===== src/rtl/tod_pkg.sv =====
package tod_pkg;

    localparam logic [7:0] TENTHS_MASK = 8'h0F;
    localparam logic [7:0] SEXA_MASK   = 8'h7F;
    localparam logic [7:0] HOUR_MASK   = 8'h9F;

    typedef enum logic [1:0] {
        FLD_TENTHS = 2'd0,
        FLD_SEC    = 2'd1,
        FLD_MIN    = 2'd2,
        FLD_HOUR   = 2'd3
    } tod_field_e;

    typedef struct packed {
        logic [7:0] hr;
        logic [6:0] mn;
        logic [6:0] sc;
        logic [3:0] tn;
    } tod_time_t;

    typedef struct packed {
        logic       carry;
        logic [6:0] val;
    } step_t;

    function automatic step_t tenths_inc(input logic [3:0] t);
        logic [4:0] n;
        step_t r;
        n = {1'b0, t} + 5'd1;
        if (n > 5'd9) begin
            r.val   = 7'd0;
            r.carry = 1'b1;
        end else begin
            r.val   = {3'b000, n[3:0]};
            r.carry = 1'b0;
        end
        return r;
    endfunction

    function automatic step_t bcd60_inc(input logic [6:0] v);
        logic [4:0] lo;
        logic [3:0] hi;
        step_t r;
        lo = {1'b0, v[3:0]} + 5'd1;
        hi = {1'b0, v[6:4]};
        if (lo > 5'd9) begin
            lo = 5'd0;
            hi = hi + 4'd1;
        end
        if (hi > 4'd5) begin
            r.val   = 7'd0;
            r.carry = 1'b1;
        end else begin
            r.val   = {hi[2:0], lo[3:0]};
            r.carry = 1'b0;
        end
        return r;
    endfunction

    function automatic logic [7:0] hour_inc(input logic [7:0] h);
        logic [4:0] lo;
        logic [1:0] hi;
        logic [5:0] sum;
        lo = {1'b0, h[3:0]} + 5'd1;
        hi = {1'b0, h[4]};
        if (lo > 5'd9) begin
            lo = 5'd0;
            hi = hi + 2'd1;
        end
        sum = {hi, lo[3:0]};
        if (sum > 6'h11)
            return {~h[7], 7'd0};
        return {h[7], 2'b00, sum[4:0]};
    endfunction

endpackage


===== src/rtl/tod_prescaler.sv =====
module tod_prescaler #(
    parameter int TICKS_50 = 5,
    parameter int TICKS_60 = 6
) (
    input  logic clk,
    input  logic rst,
    input  logic tick,
    input  logic sel_50,
    output logic advance
);
    localparam int MAX_N = (TICKS_50 > TICKS_60) ? TICKS_50 : TICKS_60;
    localparam int DIV_W = (MAX_N > 2) ? $clog2(MAX_N) : 1;
    localparam logic [DIV_W-1:0] RELOAD_50 = DIV_W'(TICKS_50 - 1);
    localparam logic [DIV_W-1:0] RELOAD_60 = DIV_W'(TICKS_60 - 1);
    localparam logic [DIV_W-1:0] DIV_TOP   = DIV_W'(MAX_N - 1);

    logic [DIV_W-1:0] div_q;

    assign advance = tick && (div_q == '0);

    always_ff @(posedge clk) begin
        if (rst) begin
            div_q <= '0;
        end else if (tick) begin
            if (div_q == '0)
                div_q <= sel_50 ? RELOAD_50 : RELOAD_60;
            else
                div_q <= div_q - 1'b1;
        end
    end


    div_range_chk: assert property (@(posedge clk) disable iff (rst)
        div_q <= DIV_TOP);

endmodule


===== src/rtl/tod_counter.sv =====
module tod_counter
    import tod_pkg::*;
(
    input  logic      clk,
    input  logic      rst,
    input  logic      advance,
    input  logic      wr_clk,
    input  logic [1:0] addr,
    input  logic [7:0] wdata,
    output tod_time_t now_q,
    output logic      stepped_q
);
    tod_time_t nxt;
    step_t     t_step, s_step, m_step;

    always_comb begin
        nxt    = now_q;
        t_step = tenths_inc(now_q.tn);
        s_step = bcd60_inc(now_q.sc);
        m_step = bcd60_inc(now_q.mn);
        if (advance) begin
            nxt.tn = t_step.val[3:0];
            if (t_step.carry) begin
                nxt.sc = s_step.val;
                if (s_step.carry) begin
                    nxt.mn = m_step.val;
                    if (m_step.carry)
                        nxt.hr = hour_inc(now_q.hr);
                end
            end
        end
        if (wr_clk) begin
            case (tod_field_e'(addr))
                FLD_TENTHS: nxt.tn = wdata[3:0] & TENTHS_MASK[3:0];
                FLD_SEC:    nxt.sc = wdata[6:0] & SEXA_MASK[6:0];
                FLD_MIN:    nxt.mn = wdata[6:0] & SEXA_MASK[6:0];
                FLD_HOUR:   nxt.hr = wdata & HOUR_MASK;
                default:    nxt = now_q;
            endcase
        end
    end

    always_ff @(posedge clk) begin
        if (rst) begin
            now_q     <= '0;
            stepped_q <= 1'b0;
        end else begin
            now_q     <= nxt;
            stepped_q <= advance;
        end
    end


    tenths_range_chk: assert property (@(posedge clk) disable iff (rst)
        (stepped_q && !$past(wr_clk)) |-> (now_q.tn <= 4'd9));


    full_wrap_chk: assert property (@(posedge clk) disable iff (rst)
        (stepped_q && !$past(wr_clk) && $past(now_q.hr[4:0]) == 5'h11 &&
         $past(now_q.mn) == 7'h59 && $past(now_q.sc) == 7'h59 &&
         $past(now_q.tn) == 4'h9)
        |-> (now_q == {~$past(now_q.hr[7]), 7'd0, 7'd0, 7'd0, 4'd0}));


    hour_mask_chk: assert property (@(posedge clk) disable iff (rst)
        now_q.hr[6:5] == 2'b00);

endmodule


===== src/rtl/tod_alarm.sv =====
module tod_alarm
    import tod_pkg::*;
(
    input  logic       clk,
    input  logic       rst,
    input  logic       wr_alm,
    input  logic [1:0] addr,
    input  logic [7:0] wdata,
    input  logic       stepped,
    input  tod_time_t  now,
    output logic       pulse
);
    tod_time_t alm_q;

    always_ff @(posedge clk) begin
        if (rst) begin
            alm_q <= '0;
        end else if (wr_alm) begin
            case (tod_field_e'(addr))
                FLD_TENTHS: alm_q.tn <= wdata[3:0] & TENTHS_MASK[3:0];
                FLD_SEC:    alm_q.sc <= wdata[6:0] & SEXA_MASK[6:0];
                FLD_MIN:    alm_q.mn <= wdata[6:0] & SEXA_MASK[6:0];
                FLD_HOUR:   alm_q.hr <= wdata & HOUR_MASK;
                default:    alm_q <= alm_q;
            endcase
        end
    end

    assign pulse = stepped && (now == alm_q);


    pulse_single_chk: assert property (@(posedge clk) disable iff (rst)
        pulse |=> !pulse);

endmodule


===== src/rtl/tod_readout.sv =====
module tod_readout
    import tod_pkg::*;
(
    input  logic       clk,
    input  logic       rst,
    input  logic       rd,
    input  logic [1:0] addr,
    input  tod_time_t  now,
    output logic [7:0] rdata
);
    tod_time_t snap_q;
    tod_time_t view;
    logic      frozen_q;
    logic      grab, drop;

    assign grab = rd && (tod_field_e'(addr) == FLD_HOUR) && !frozen_q;
    assign drop = rd && (tod_field_e'(addr) == FLD_TENTHS);

    always_ff @(posedge clk) begin
        if (rst) begin
            snap_q   <= '0;
            frozen_q <= 1'b0;
        end else begin
            if (grab) begin
                snap_q   <= now;
                frozen_q <= 1'b1;
            end else if (drop) begin
                frozen_q <= 1'b0;
            end
        end
    end

    assign view = frozen_q ? snap_q : now;

    always_comb begin
        case (tod_field_e'(addr))
            FLD_TENTHS: rdata = {4'b0000, view.tn};
            FLD_SEC:    rdata = {1'b0, view.sc};
            FLD_MIN:    rdata = {1'b0, view.mn};
            default:    rdata = view.hr;
        endcase
    end


    snap_hold_chk: assert property (@(posedge clk) disable iff (rst)
        (frozen_q && $past(frozen_q)) |-> $stable(snap_q));

endmodule


===== src/rtl/tod_clock.sv =====
module tod_clock
    import tod_pkg::*;
#(
    parameter int TICKS_50 = 5,
    parameter int TICKS_60 = 6
) (
    input  logic       clk,
    input  logic       rst,
    input  logic       mains_tick,
    input  logic       mains_50hz,
    input  logic       alarm_sel,
    input  logic [1:0] bus_addr,
    input  logic       bus_wr,
    input  logic       bus_rd,
    input  logic [7:0] bus_wdata,
    output logic [7:0] bus_rdata,
    output logic       alarm_pulse
);
    logic      advance;
    logic      stepped;
    tod_time_t now;
    logic      wr_clk, wr_alm;

    assign wr_clk = bus_wr && !alarm_sel;
    assign wr_alm = bus_wr && alarm_sel;

    tod_prescaler #(
        .TICKS_50(TICKS_50),
        .TICKS_60(TICKS_60)
    ) u_presc (
        .clk    (clk),
        .rst    (rst),
        .tick   (mains_tick),
        .sel_50 (mains_50hz),
        .advance(advance)
    );

    tod_counter u_count (
        .clk      (clk),
        .rst      (rst),
        .advance  (advance),
        .wr_clk   (wr_clk),
        .addr     (bus_addr),
        .wdata    (bus_wdata),
        .now_q    (now),
        .stepped_q(stepped)
    );

    tod_alarm u_alarm (
        .clk    (clk),
        .rst    (rst),
        .wr_alm (wr_alm),
        .addr   (bus_addr),
        .wdata  (bus_wdata),
        .stepped(stepped),
        .now    (now),
        .pulse  (alarm_pulse)
    );

    tod_readout u_read (
        .clk  (clk),
        .rst  (rst),
        .rd   (bus_rd),
        .addr (bus_addr),
        .now  (now),
        .rdata(bus_rdata)
    );


    reset_quiet_chk: assert property (@(posedge clk)
        $past(rst) |-> !alarm_pulse);

endmodule


===== config.mk =====
export PLATFORM = sky130hd
export DESIGN_NAME = tod_clock
export DESIGN_NICKNAME = d
export VERILOG_FILES = /design/src/rtl/tod_pkg.sv /design/src/rtl/tod_prescaler.sv /design/src/rtl/tod_counter.sv /design/src/rtl/tod_alarm.sv /design/src/rtl/tod_readout.sv /design/src/rtl/tod_clock.sv
export SDC_FILE = /design/constraint.sdc
export NUM_CORES = 1
export LEC_CHECK = 0
export BUFFER_PORTS_ARGS = -buffer_cell sky130_fd_sc_hd__buf_2
export CAP_MARGIN = 20
export CORE_UTILIZATION = 47
export DETAILED_ROUTE_END_ITERATION = 6
export PLACE_DENSITY = 0.71
export SLEW_MARGIN = 20
export SYNTH_ARGS = -nofsm -noshare
export SYNTH_HDL_FRONTEND = slang
export SYNTH_SLANG_ARGS = --single-unit

===== constraint.sdc =====
create_clock -name clk -period 6.55 [get_ports clk]
set_input_delay 1.31 -clock clk [delete_from_list [all_inputs] [get_ports clk]]
set_output_delay 1.31 -clock clk [all_outputs]
set_load 0.05 [all_outputs]

; After elaboration in Yosys (flattened, before gate mapping)
; Index checks and enable logic that the tools add are counted.
[word_totals]
regBits = 81
out_inout_bits = 9
word_cells = 90
[op_classes]
addsub = 8
n_lt_le_gt_ge = 7
eq_ne = 4
n_mux = 39
bitwise = 1
reduce_logical = 16
[ops]
columns = cell, n
row1 = two-way mux 26 bit, 3
row2 = two-way mux 8 bit, 7
row3 = two-way mux 4 bit, 10
row4 = == test 26 bit, 1
row5 = case mux 8 bit (3 select lines), 1
row6 = two-way mux 22 bit, 1
row7 = adder 4 x 1 -> 5 bit (second input constant), 4
row8 = > comparator 5 x 4 -> 1 bit (second input constant), 4
row9 = two-way mux 15 bit, 1
row10 = two-way mux 7 bit, 2
row11 = two-way mux 2 bit, 5
row12 = adder 3 x 1 -> 4 bit (second input constant), 2
row13 = > comparator 4 x 3 -> 1 bit (second input constant), 2
row14 = two-way mux 1 bit, 8
row15 = AND reduction 2 bit, 4
row16 = logical AND 1 bit, 7
row17 = > comparator 6 x 5 -> 1 bit (second input constant), 1
row18 = == test 2 bit (second input constant), 2
row19 = logical NOT 3 bit, 1
row20 = two-way mux 3 bit, 1
row21 = subtractor 3 x 1 -> 3 bit (second input constant), 1
row22 = adder 1 x 1 -> 2 bit (second input constant), 1
row23 = == test 2 x 1 -> 1 bit (second input constant), 1
row24 = logical NOT 1 bit, 2
row25 = other kinds (3), 3

; Depth between registers and ports, before layout
; Gate-level depths: netlist of the first run.
[depth]
depth_word = 22
mapped_depth = 13

; Modules after synthesis
; Synthesis of the first run repeated with hierarchy kept, for this count alone.
[hier_totals]
hier_cells = 576
hier_area_um2 = 4892.2
[by_module_without_submodules]
columns = module, n_inst, cells_per_inst, area_each_um2, seq_area_each_um2
row1 = tod_counter, 1, 279, 2150.8, 540.5
row2 = tod_readout, 1, 165, 1431.4, 540.5
row3 = tod_alarm, 1, 114, 1149.9, 480.5
row4 = tod_prescaler, 1, 16, 143.9, 60.1
row5 = tod_clock, 1, 2, 16.3, 0.0

; Least setup slack after synthesis of the first run
; Ideal clock, no wire load.
[synth_path]
kind = input-to-output
from = in bus_addr[0]
to = out bus_rdata[4]
t_arrival_ns = 3.117
slack_ns = 2.123
path_stages = 4
n_path_buf = 2
path_cell_list = clkbuf_1 > clkbuf_1 > nand2b_1 > o21ai_0
[synth_between]
elab_chain_cells = 2
word_cells_on_any_way = 4
cone_classes = eq/ne (2) / mux (1) / reduce/logical (1)
[synth_rtl]
columns = item, line
row1 = from (decl), tod_clock.sv:12  ; input logic [1:0] bus_addr,
row2 = "== test 2 bit, or another cell as far along", tod_readout.sv:36  ; case (tod_field_e'(addr))
row3 = case mux 8 bit (3 select lines) *, tod_readout.sv:36
row4 = to (decl), tod_clock.sv:16  ; output logic [7:0] bus_rdata,
; Mark *: on every way between the ends. The rest lies on a longest branch, timed or not.

; Worst setup path after layout of the first run
[layout_path]
from = in bus_addr[1]
to = out bus_rdata[0]
; Same word-level chain as after synthesis.

==> key figures, run 1 <==
Global routing
  – Largest net degree at the start of global routing: 84
  – Total grt overflow: 0
  – Initial antenna violation count: 0
  – Global-route usage over all layers: 0.251
  – Vias in the first global route: 3942
  – Global-route wire length before repair: roughly 20 mm

Drt
  – Post-Route WL: between 10 and 15 mm
  – 1st-pass router iterations: 4
  – DR vias: 4295
  – Avg WL per Cell: 17.5 um
  – Post-DR vias/cell: between 5 and 6
  – First DRT Iteration DRCs: approximately 200
  – ANT nets after route: 0
  – DRC: 0

Critical path
  – Crit Path Max Fanout: 23
  – Startpoint Class: primary input
  – Worst EP required: 5240 ps
  – Crit. End Element: output port
  – CP bufs+invs: 2
  – Crit-path cells: buf_2 -> mux4_2 -> mux2_2 -> buf_2
  – Kind of cell adding the most delay to the critical path: multiplexers
  – Critical path class: primary input to output port
  – Worst path max stage delay: around 360 ps
  – CP max stage cell: mux4_2
  – Crit path DAT: ~2500 ps
  – Worst path most repeated cell: buf_2

CTS
  – Clock latency reported for the late side of the worst-skew pair: roughly 350 ps
  – Max clock buf depth: 2
  – Post-CTS Hold Buffers: 0
  – Clock sinks: between 80 and 90
  – H-tree Lvls: 3
  – CTS tree: built
  – Post-CTS setup buffers: 0
  – CTS-repair resized insts: 0
  – Worst-path clk slew: approximately 80 ps
  – Root Buffer: clkbuf_8
  – Total CTS buffers: 9

Timing
  – Final Hold Fails: 0
  – Setup_tns: 0 ps
  – Min cycle time layout: between 3000 and 4000 ps
  – Worst-Margin Slew: between 900 and 1000 ps
  – Relative slew slack: 0.339
  – Count of final setup violators: 0
  – Fmax: ~0.26 GHz
  – Ratio of final minimum period to clock period: 0.583
  – RSZ-0062 raised after global routing: false
  – Slew Limit Fails: 0
  – Clock Skews: between 6 and 7 ps
  – Final worst slack: 2730 ps

Synth
  – Count of cell types in the netlist: 60
  – Post-synthesis area per instance: around 8.1 sq um
  – Syn nets: approximately 630
  – #FFs+latches synth: between 80 and 90
  – Top FF cell, synth: dfxtp_1
  – Seq/Total Area, Yosys: 0.337
  – Post-synth EDFFs: 0
  – Mapped Cells: 596
  – Synth Warn #: 0
  – Asr flop ratio synth: 0
  – Synth Cell Area: roughly 0.0048 sq mm

Power
  – Combinational power share: 0.139
  – Sequential share of power: 0.497
  – Switching share of power: 0.282
  – Worst IR Drop VDD: 0.111 mV
  – Switching power: 307 uW
  – Leak pwr: between 0.0015 and 0.002 uW
  – Clock power frac: 0.364
  – Pwr dens: 212 mW/mm^2
  – Internal power: 783 uW

Final layout
  – Share of layout cells above drive strength 1: 0.107
  – Post-layout util: 0.521
  – Synth-to-Final Area Change: 6.81%
  – Fin nets: 615
  – Diode count: 0

Status
  – Status: completed

Floorplanning
  – Site row count: 36
  – Die Span Y: about 100 um
  – Full die area: about 0.011 sq mm
  – Initial Utilization: 0.488
  – Ports: 26
  – Core area: around 0.0099 sq mm
  – Die width: 103 um

Placed design
  – IO buf count: 25
  – Worst Setup Slack post-DPL: around 2700 ps
  – HPWL Detailed: 8.90 mm
  – RePlAce Congestion: around 0.85

Hold path
  – Worst hold path type: flop to flop

Job
  – Max Cap Violations: 0
[kinds of logic after synthesis]
group                    after synthesis  synth area share
AND/OR/NAND/NOR                      244             0.241
AO/OA/AOI/OAI                        125             0.171
flip-flops                            81             0.337
buffers and inverters                 65            0.0548
multiplexers                          39             0.111
XOR/XNOR                              30            0.0546
adder cells (fa/ha/maj)               12            0.0312
[layout by cell type, fill, tap and decap left out, types with 6 or more instances in the layout]
master and count:
mux2i_1 23, a311oi_1 16, ha_1 12, nor2b_1 9, clkbuf_8 9, nand3_1 19, inv_1 17, nor4_1 9
a211oi_1 6, or3_1 6, nand2b_1 10, mux4_2 11, buf_2 25, dfxtp_1 81, a31oi_1 7, nor2_1 55
xor2_1 23, nand2_1 97, xnor2_1 7, a21oi_1 47, o21ai_0 20
[stage by stage]
stage / hold WS [ps] / total power [uW] / cells / area, sq um
6_report: 461 / 1090 / 724 / 5140
5_1_grt: 486 / 1140 / 724 / 5140
4_1_cts: 465 / 1090 / 723 / 5120
3_5_place_dp: 454 / 702 / 707 / 4910
3_3_place_gp: 443 / 697 / 707 / 4910
2_1_floorplan: 433 / 661 / 596 / 4810
[worst min-delay path: stages (launching register included)]
cell	delay, ps
dfxtp_1	320
nand2_1	50
a21oi_1	50
[state kept, by name, indices dropped and copies added (netlist names)]
name	flops
u_read.frozen_q	1
u_presc.div_q	3
u_read.snap_q	26
u_count.now_q	26
u_alarm.alm_q	24
u_count.stepped_q	1
[area by class of cell]
cell class                 count  area (sq um)
fill                         916          4720
multi-input combinational    450          2930
sequential                    81          1620
tap                          133           166
timing repair buffer          27           144
clock buffer                  11           131
clock inverter                 5          80.1
inverter                      17          63.8
[power by group through the flow]
| stage | sequential (uW) | clock, uW | combinational, uW |
|---|---|---|---|
| 2_1_floorplan | 529 | 0 | 132 |
| 3_3_place_gp | 553 | 0 | 144 |
| 3_5_place_dp | 554 | 0 | 148 |
| 4_1_cts | 542 | 402 | 149 |
| 5_1_grt | 545 | 423 | 167 |
| 6_report | 542 | 397 | 151 |
[Yosys cell counts (3+ instances only)]
| library cell | n | area, sq um |
|---|---|---|
| a211oi_1 | 6 | 45.0 |
| a21o_1 | 3 | 22.5 |
| a21oi_1 | 47 | 235 |
| a311oi_1 | 16 | 140 |
| a31oi_1 | 7 | 43.8 |
| and3_1 | 5 | 31.3 |
| buf_1 | 4 | 15.0 |
| clkbuf_1 | 35 | 131 |
| clkbuf_2 | 5 | 25.0 |
| dfxtp_1 | 81 | 1620 |
| ha_1 | 12 | 150 |
| inv_1 | 17 | 63.8 |
| mux2_2 | 5 | 56.3 |
| mux2i_1 | 23 | 230 |
| mux4_2 | 11 | 248 |
| nand2_1 | 97 | 364 |
| nand2b_1 | 10 | 62.6 |
| nand3_1 | 19 | 95.1 |
| nand3b_1 | 5 | 37.5 |
| nand4_1 | 5 | 31.3 |
| nor2_1 | 55 | 206 |
| nor2b_1 | 9 | 56.3 |
| nor3_1 | 5 | 25.0 |
| nor3b_1 | 5 | 37.5 |
| nor4_1 | 9 | 56.3 |
| o2111ai_1 | 3 | 26.3 |
| o21ai_0 | 20 | 100 |
| o22ai_1 | 3 | 18.8 |
| or3_1 | 6 | 37.5 |
| xnor2_1 | 7 | 61.3 |
| xor2_1 | 23 | 201 |
[worst paths after layout]
path / start / to / slack, ps / depth (start not counted)
worst max register to register: u_count.now_q[4] / u_count.now_q[15] / 3490 / 8
worst min-delay path: u_read.snap_q[12] / u_read.snap_q[12] / 460 / 2
worst min register to register: u_read.snap_q[12] / u_read.snap_q[12] / 460 / 2
worst max-delay path: bus_addr[1] / bus_rdata[0] / 2730 / 4
[per-layer routing]
metal | global-route usage | wire, um | part of all wire | vias up
met3 | 0.0484 | 655 | 0.052 | 23
met2 | 0.417 | 6130 | 0.48 | 121
met1 | 0.322 | 5600 | 0.44 | 2057
li1 | - | - | - | 2094
met5 | 0 | 0 | 0 | -
met4 | 0.0964 | 294 | 0.023 | 0
Note: power is estimated with default switching activity, not from simulation.
==> run 2: changes to the inputs <==
- PLACE_DENSITY: 0.71 -> 0.73
- clock period: 6.55 -> 3.3 ns (I/O delays scaled with it)
==> run 2 against run 1 <==
Against the previous run: cell area up 1.7%; first-iteration DRC count up 53%; non-clock buffer count grew 8; largest power group unchanged; sequential share of layout area shrank 0.54 points; utilization up 0.90 points; wire length fell by 1.3%; clock power increased by 120%; worst hold slack worse by 4.7 ps; final cell count rose by 1.1%; count of clock-buffer cells in the layout unchanged.
==> key figures, run 2 (synthesis gave the netlist of run 1 again) <==
Critical path
  – Crit path DAT: 2350 ps (was 2510 ps)
  – Crit. End Element: output port (unchanged)
  – Crit Path Max Fanout: 15 (was 23)
  – Worst EP required: 2640 ps (was 5240 ps)
  – Critical path class: flop to output port (was primary input to output port)
  – Startpoint Class: flop (was primary input)

Global routing
  – Total grt overflow: 0 (unchanged)
  – Initial antenna violation count: 0 (unchanged)
  – Global-route wire length before repair: 20.4 mm (was 20.1 mm)
  – Vias in the first global route: 4155 (was 3942)
  – Global-route usage over all layers: 0.252 (was 0.251)
  – Largest net degree at the start of global routing: 59 (was 84)

Timing
  – Setup_tns: 0 ps (unchanged)
  – Worst-Margin Slew: 1090 ps (was 991 ps)
  – Fmax: approximately 0.33 GHz
  – RSZ-0062 raised after global routing: false (unchanged)
  – Final worst slack: 291 ps (was 2730 ps)
  – Slew Limit Fails: 0 (unchanged)
  – Final Hold Fails: 0 (unchanged)
  – Clock Skews: 8.65 ps (was 6.07 ps)
  – Relative slew slack: 0.274 (was 0.339)
  – Ratio of final minimum period to clock period: 0.912
  – Min cycle time layout: between 3000 and 4000 ps
  – Count of final setup violators: 0 (unchanged)

Placed design
  – IO buf count: 25 (unchanged)
  – HPWL Detailed: 8.81 mm (was 8.90 mm)
  – RePlAce Congestion: 0.846 (was 0.850)
  – Worst Setup Slack post-DPL: 346 ps (was 2740 ps)

Final layout
  – Commonest cells after routing, fill and taps aside: 97 x nand2_1, 81 x dfxtp_1, 55 x nor2_1 (unchanged)
  – Diode count: 0 (unchanged)
  – Most common cell after layout, fill and taps aside: nand2_1 (unchanged)
  – Fin nets: 623 (was 615)
  – Share of layout cells above drive strength 1: 0.120 (was 0.107)
  – Biggest registers after layout: u_count.now_q: 26 flops, u_read.snap_q: 26 flops, u_alarm.alm_q: 24 flops (unchanged)
  – Synth-to-Final Area Change: 8.66% (was 6.81%)
  – Fillers: 892 (was 916)

CTS
  – Post-CTS Hold Buffers: 0 (unchanged)
  – H-tree Lvls: 3 (unchanged)
  – Total CTS buffers: 9 (unchanged)
  – CTS tree: built (unchanged)
  – CTS-repair resized insts: 0 (unchanged)
  – Clock latency reported for the late side of the worst-skew pair: 350 ps (about the same)
  – Max clock buf depth: 2 (unchanged)
  – Clock sinks: 81 (unchanged)
  – Root Buffer: clkbuf_8 (unchanged)
  – Post-CTS setup buffers: 0 (unchanged)
  – Worst-path clk slew: 80 ps (about the same)

Drt
  – Post-Route WL: 12.5 mm (was 12.7 mm)
  – Met3 WL post-DR: 644 um (was 655 um)
  – DRC: 0 (unchanged)
  – Avg WL per Cell: 17.1 um (was 17.5 um)
  – ANT nets after route: 0 (unchanged)
  – DR vias: 4356 (was 4295)
  – Met2 routed WL: 6.05 mm (was 6.13 mm)
  – First DRT Iteration DRCs: 304 (was 199)
  – Top Layer Used: met4 (unchanged)
  – 1st-pass router iterations: 5 (was 4)
  – Post-DR vias/cell: 5.95 (was 5.93)
  – Wire length on met1: 5.52 mm (was 5.60 mm)

Power
  – Pwr dens: 432 mW/mm^2 (was 212 mW/mm^2)
  – Worst IR Drop VDD: 0.247 mV (was 0.111 mV)
  – Leak pwr: 0.00206 uW (was 0.00200 uW)

Floorplanning
  – Initial Utilization: 0.488 (unchanged)
  – Core area: 0.00986 sq mm (unchanged)
  – Site row count: 36 (unchanged)
  – Ports: 26 (unchanged)
  – Die Span Y: 103 um (unchanged)
  – Full die area: 0.0107 sq mm (unchanged)
  – Die width: 103 um (unchanged)

Hold path
  – Worst hold path type: flop to flop (unchanged)

Status
  – Status: completed (unchanged)

Job
  – Max Cap Violations: 0 (unchanged)
## run 2: metal layers
layer / vias to the layer above / GRT usage
met5: - / 0
met1: 2099 / 0.321
li1: 2101 / -
met2: 127 / 0.421
met4: 0 / 0.0856
met3: 29 / 0.0565
## run 2: layout make-up
| type | instances | area, sq um | area share |
|---|---|---|---|
| Inverter | 17 | 63.8 | 0.0122 |
| Sequential cell | 81 | 1620 | 0.310 |
| Tap cell | 133 | 166 | 0.0318 |
| Clock inverter | 5 | 103 | 0.0196 |
| Multi-Input combinational cell | 450 | 2930 | 0.561 |
| Timing Repair Buffer | 35 | 200 | 0.0383 |
| Clock buffer | 11 | 141 | 0.0270 |
## run 2: final timing paths
| check | start | to | slack [ps] | cells past startpoint |
|---|---|---|---|---|
| setup / recovery | u_count.now_q[21] | alarm_pulse | 290 | 5 |
| hold / removal | u_read.snap_q[12] | u_read.snap_q[12] | 460 | 2 |
| setup reg to reg | u_count.now_q[4] | u_count.now_q[17] | 530 | 9 |
| hold reg to reg | u_read.snap_q[12] | u_read.snap_q[12] | 460 | 2 |
## run 2: where the power goes
group / total, uW / switching [uW] / internal [uW]
Combinational: 327 / 200 / 127
Sequential: 1060 / 51.1 / 1010
Clock: 873 / 350 / 522
## run 2: per-stage QoR
step | util | hold slack (ps) | std cells | instance area [sq um] | power, uW
after floorplan | - | 433 | 596 | 4810 | 1310
after CTS | 0.530 | 459 | 732 | 5220 | 2270
after detailed placement | 0.505 | 448 | 716 | 4980 | 1400
after global placement | 0.505 | 439 | 716 | 4980 | 1390
after global routing | 0.530 | 474 | 732 | 5230 | 2350
final | 0.530 | 457 | 732 | 5230 | 2260
## run 2: critical path, cell delays in order, from the launching register on
cell and delay [ps]:
dfxtp_1 710, xor2_1 140, nor4_1 310, nand4_1 110
nor3_1 380, buf_2 350
==> run 3: changes to the inputs <==
- MAX_ROUTING_LAYER: not set -> met4
==> run 3 against run 2 <==
Against the previous run: via count up 0.37%; critical path depth is the same; total power shrank 3.5%; cell area shrank 0.91%; sequential cell count unchanged; clock power fell by 9.0%; worst hold slack better by 1.1 ps; critical endpoint unchanged; register-to-register slack got worse by 200 ps; global-route usage increased by 0.85 points; critical path type unchanged; fmax down 0.68%; sequential power hardly changed; largest cell class unchanged.
==> key figures, run 3 (synthesis gave the netlist of run 1 again) <==
Status
  – Status: completed (unchanged)

Timing
  – Clock Skews: 8.33 ps (was 8.65 ps)
  – Relative slew slack: 0.292 (was 0.274)
  – Final Hold Fails: 0 (unchanged)
  – Setup_tns: 0 ps (unchanged)
  – Slew Limit Fails: 0 (unchanged)
  – RSZ-0062 raised after global routing: false (unchanged)
  – Ratio of final minimum period to clock period: 0.918 (was 0.912)
  – Min cycle time layout: 3030 ps (was 3010 ps)
  – Hold slack: 458 ps (was 457 ps)
  – Fmax: 0.330 GHz (was 0.332 GHz)
  – Worst-Margin Slew: 1060 ps (was 1090 ps)
  – Count of final setup violators: 0 (unchanged)

Floorplanning
  – Die width: 103 um (unchanged)
  – Initial Utilization: 0.488 (unchanged)
  – Full die area: 0.0107 sq mm (unchanged)
  – Die Span Y: 103 um (unchanged)
  – Site row count: 36 (unchanged)
  – Core area: 0.00986 sq mm (unchanged)
  – Ports: 26 (unchanged)

Power
  – Leak pwr: 0.00204 uW (was 0.00206 uW)
  – Pwr dens: 421 mW/mm^2 (was 432 mW/mm^2)
  – Worst IR Drop VDD: 0.212 mV (was 0.247 mV)

Drt
  – ANT nets after route: 0 (unchanged)
  – DR vias: 4372 (was 4356)
  – Avg WL per Cell: 17.3 um (was 17.1 um)
  – 1st-pass router iterations: 5 (unchanged)
  – Post-DR vias/cell: 5.99 (was 5.95)
  – Post-Route WL: 12.6 mm (was 12.5 mm)
  – DRC: 0 (unchanged)
  – First DRT Iteration DRCs: 260 (was 304)

Final layout
  – Commonest cells after routing, fill and taps aside: 97 x nand2_1, 81 x dfxtp_1, 55 x nor2_1 (unchanged)
  – Share of layout cells above drive strength 1: 0.114 (was 0.120)
  – Fillers: 908 (was 892)
  – Multi-input logic area: 0.00293 sq mm (about the same)
  – Most common cell after layout, fill and taps aside: nand2_1 (unchanged)
  – Diode count: 0 (unchanged)
  – Fin nets: 622 (was 623)
  – Synth-to-Final Area Change: 7.67% (was 8.66%)
  – Final cell count without fillers: 730 (was 732)
  – Biggest registers after layout: u_count.now_q: 26 flops, u_read.snap_q: 26 flops, u_alarm.alm_q: 24 flops (unchanged)
  – Register area: 0.00162 sq mm (unchanged)

CTS
  – Clock latency reported for the late side of the worst-skew pair: 360 ps (was 350 ps)
  – Max clock buf depth: 2 (unchanged)
  – Post-CTS setup buffers: 0 (unchanged)
  – CTS tree: built (unchanged)
  – CTS-repair resized insts: 0 (unchanged)
  – Clock sinks: 81 (unchanged)
  – Post-CTS Hold Buffers: 0 (unchanged)
  – H-tree Lvls: 3 (unchanged)
  – Root Buffer: clkbuf_8 (unchanged)
  – Worst-path clk slew: 80 ps (about the same)
  – Total CTS buffers: 9 (unchanged)

Hold path
  – Worst hold path type: flop to flop (unchanged)
  – Worst hold endpoint: u_read.snap_q[15] (was u_read.snap_q[12])
  – Hold Path Depth: 2 (unchanged)
  – Hold Crit Start: u_read.snap_q[15] (was u_read.snap_q[12])

Critical path
  – Crit Path Max Fanout: 15 (unchanged)
  – CP max stage cell: dfxtp_1 (unchanged)
  – Worst EP required: 2640 ps (about the same)
  – Critical path class: flop to output port (unchanged)
  – R2R Path End: u_count.now_q[16] (was u_count.now_q[17])
  – CP bufs+invs: 1 (unchanged)
  – Crit. End Element: output port (unchanged)
  – Critical R2R Launch: u_count.now_q[4] (unchanged)
  – Worst path max stage delay: 730 ps (was 710 ps)
  – Crit path DAT: 2370 ps (was 2350 ps)
  – Flop-to-flop setup slack: 330 ps (was 530 ps)
  – Startpoint Class: flop (unchanged)
  – Kind of cell adding the most delay to the critical path: simple AND/OR/NAND/NOR gates (unchanged)
  – Path depth of the worst reg2reg path: 8 (was 9)
  – Crit-path cells: xor2_1 -> nor4_1 -> nand4_1 -> nor3_1 -> buf_2 (unchanged)

Job
  – Max Cap Violations: 0 (unchanged)

Global routing
  – Grt met1 use: 0.334 (was 0.321)
  – Busiest grt layer: met2 (unchanged)
  – Global-route wire length before repair: 20.4 mm (about the same)
  – Initial antenna violation count: 0 (unchanged)
  – Largest net degree at the start of global routing: 59 (unchanged)
  – Grt met3 use: 0.0403 (was 0.0565)
  – Global-route usage over all layers: 0.260 (was 0.252)
  – GR Util met2: 0.416 (was 0.421)
  – Vias in the first global route: 4070 (was 4155)
  – Total grt overflow: 0 (unchanged)

Placed design
  – HPWL Detailed: 8.87 mm (was 8.81 mm)
  – Placed instance count: 715 (was 716)
  – RePlAce Congestion: 0.859 (was 0.846)
  – IO buf count: 25 (unchanged)
[run 3: where the power goes]
group | internal (uW) | leakage [uW] | total [uW] | switching, uW
combinational | 127 | 0.00128 | 325 | 198
clock | 442 | 0.000106 | 794 | 352
sequential | 1010 | 0.000657 | 1060 | 52.5
total | 1580 | 0.00204 | 2180 | 602
[run 3: worst max-delay path by stage]
stage | startpoint | end | slack (ps) | cells after the start
2_1_floorplan | bus_addr[0] | bus_rdata[4] | 170 | 4
5_1_grt | u_count.now_q[4] | u_count.now_q[16] | 20 | 8
3_5_place_dp | u_count.now_q[4] | u_count.now_q[15] | 400 | 8
4_1_cts | u_count.now_q[21] | alarm_pulse | 330 | 5
6_report | u_count.now_q[21] | alarm_pulse | 270 | 5
3_3_place_gp | u_count.now_q[4] | u_count.now_q[15] | 490 | 8
[run 3: metrics by stage]
stage          power [uW]  worst slack [ps]  area (sq um)   util
5_1_grt              2260              23.9          5180  0.525
2_1_floorplan        1310               173          4810      -
4_1_cts              2180               330          5180  0.525
6_report             2180               270          5180  0.525
3_3_place_gp         1390               486          4970  0.504
3_5_place_dp         1400               404          4970  0.504
[run 3: per-layer routing]
metal | vias to the layer above | routed length [um] | part of all wire
li1 | 2100 | - | -
met1 | 2084 | 5590 | 0.44
met2 | 159 | 6010 | 0.48
met3 | 29 | 756 | 0.060
met4 | 0 | 278 | 0.022
met5 | - | 0 | 0
[run 3: tightest hold or removal path, cell delays in order (launching register included)]
cell and delay [ps]:
dfxtp_1 310, nand2_1 50, a21oi_1 50
[run 3: final cells by class]
type / count / share of cell area
sequential: 81 / 0.313
multi-input combinational: 450 / 0.565
clock buffer: 12 / 0.0280
inverter: 17 / 0.0123
clock inverter: 3 / 0.0126
timing repair buffer: 34 / 0.0372
tap: 133 / 0.0321
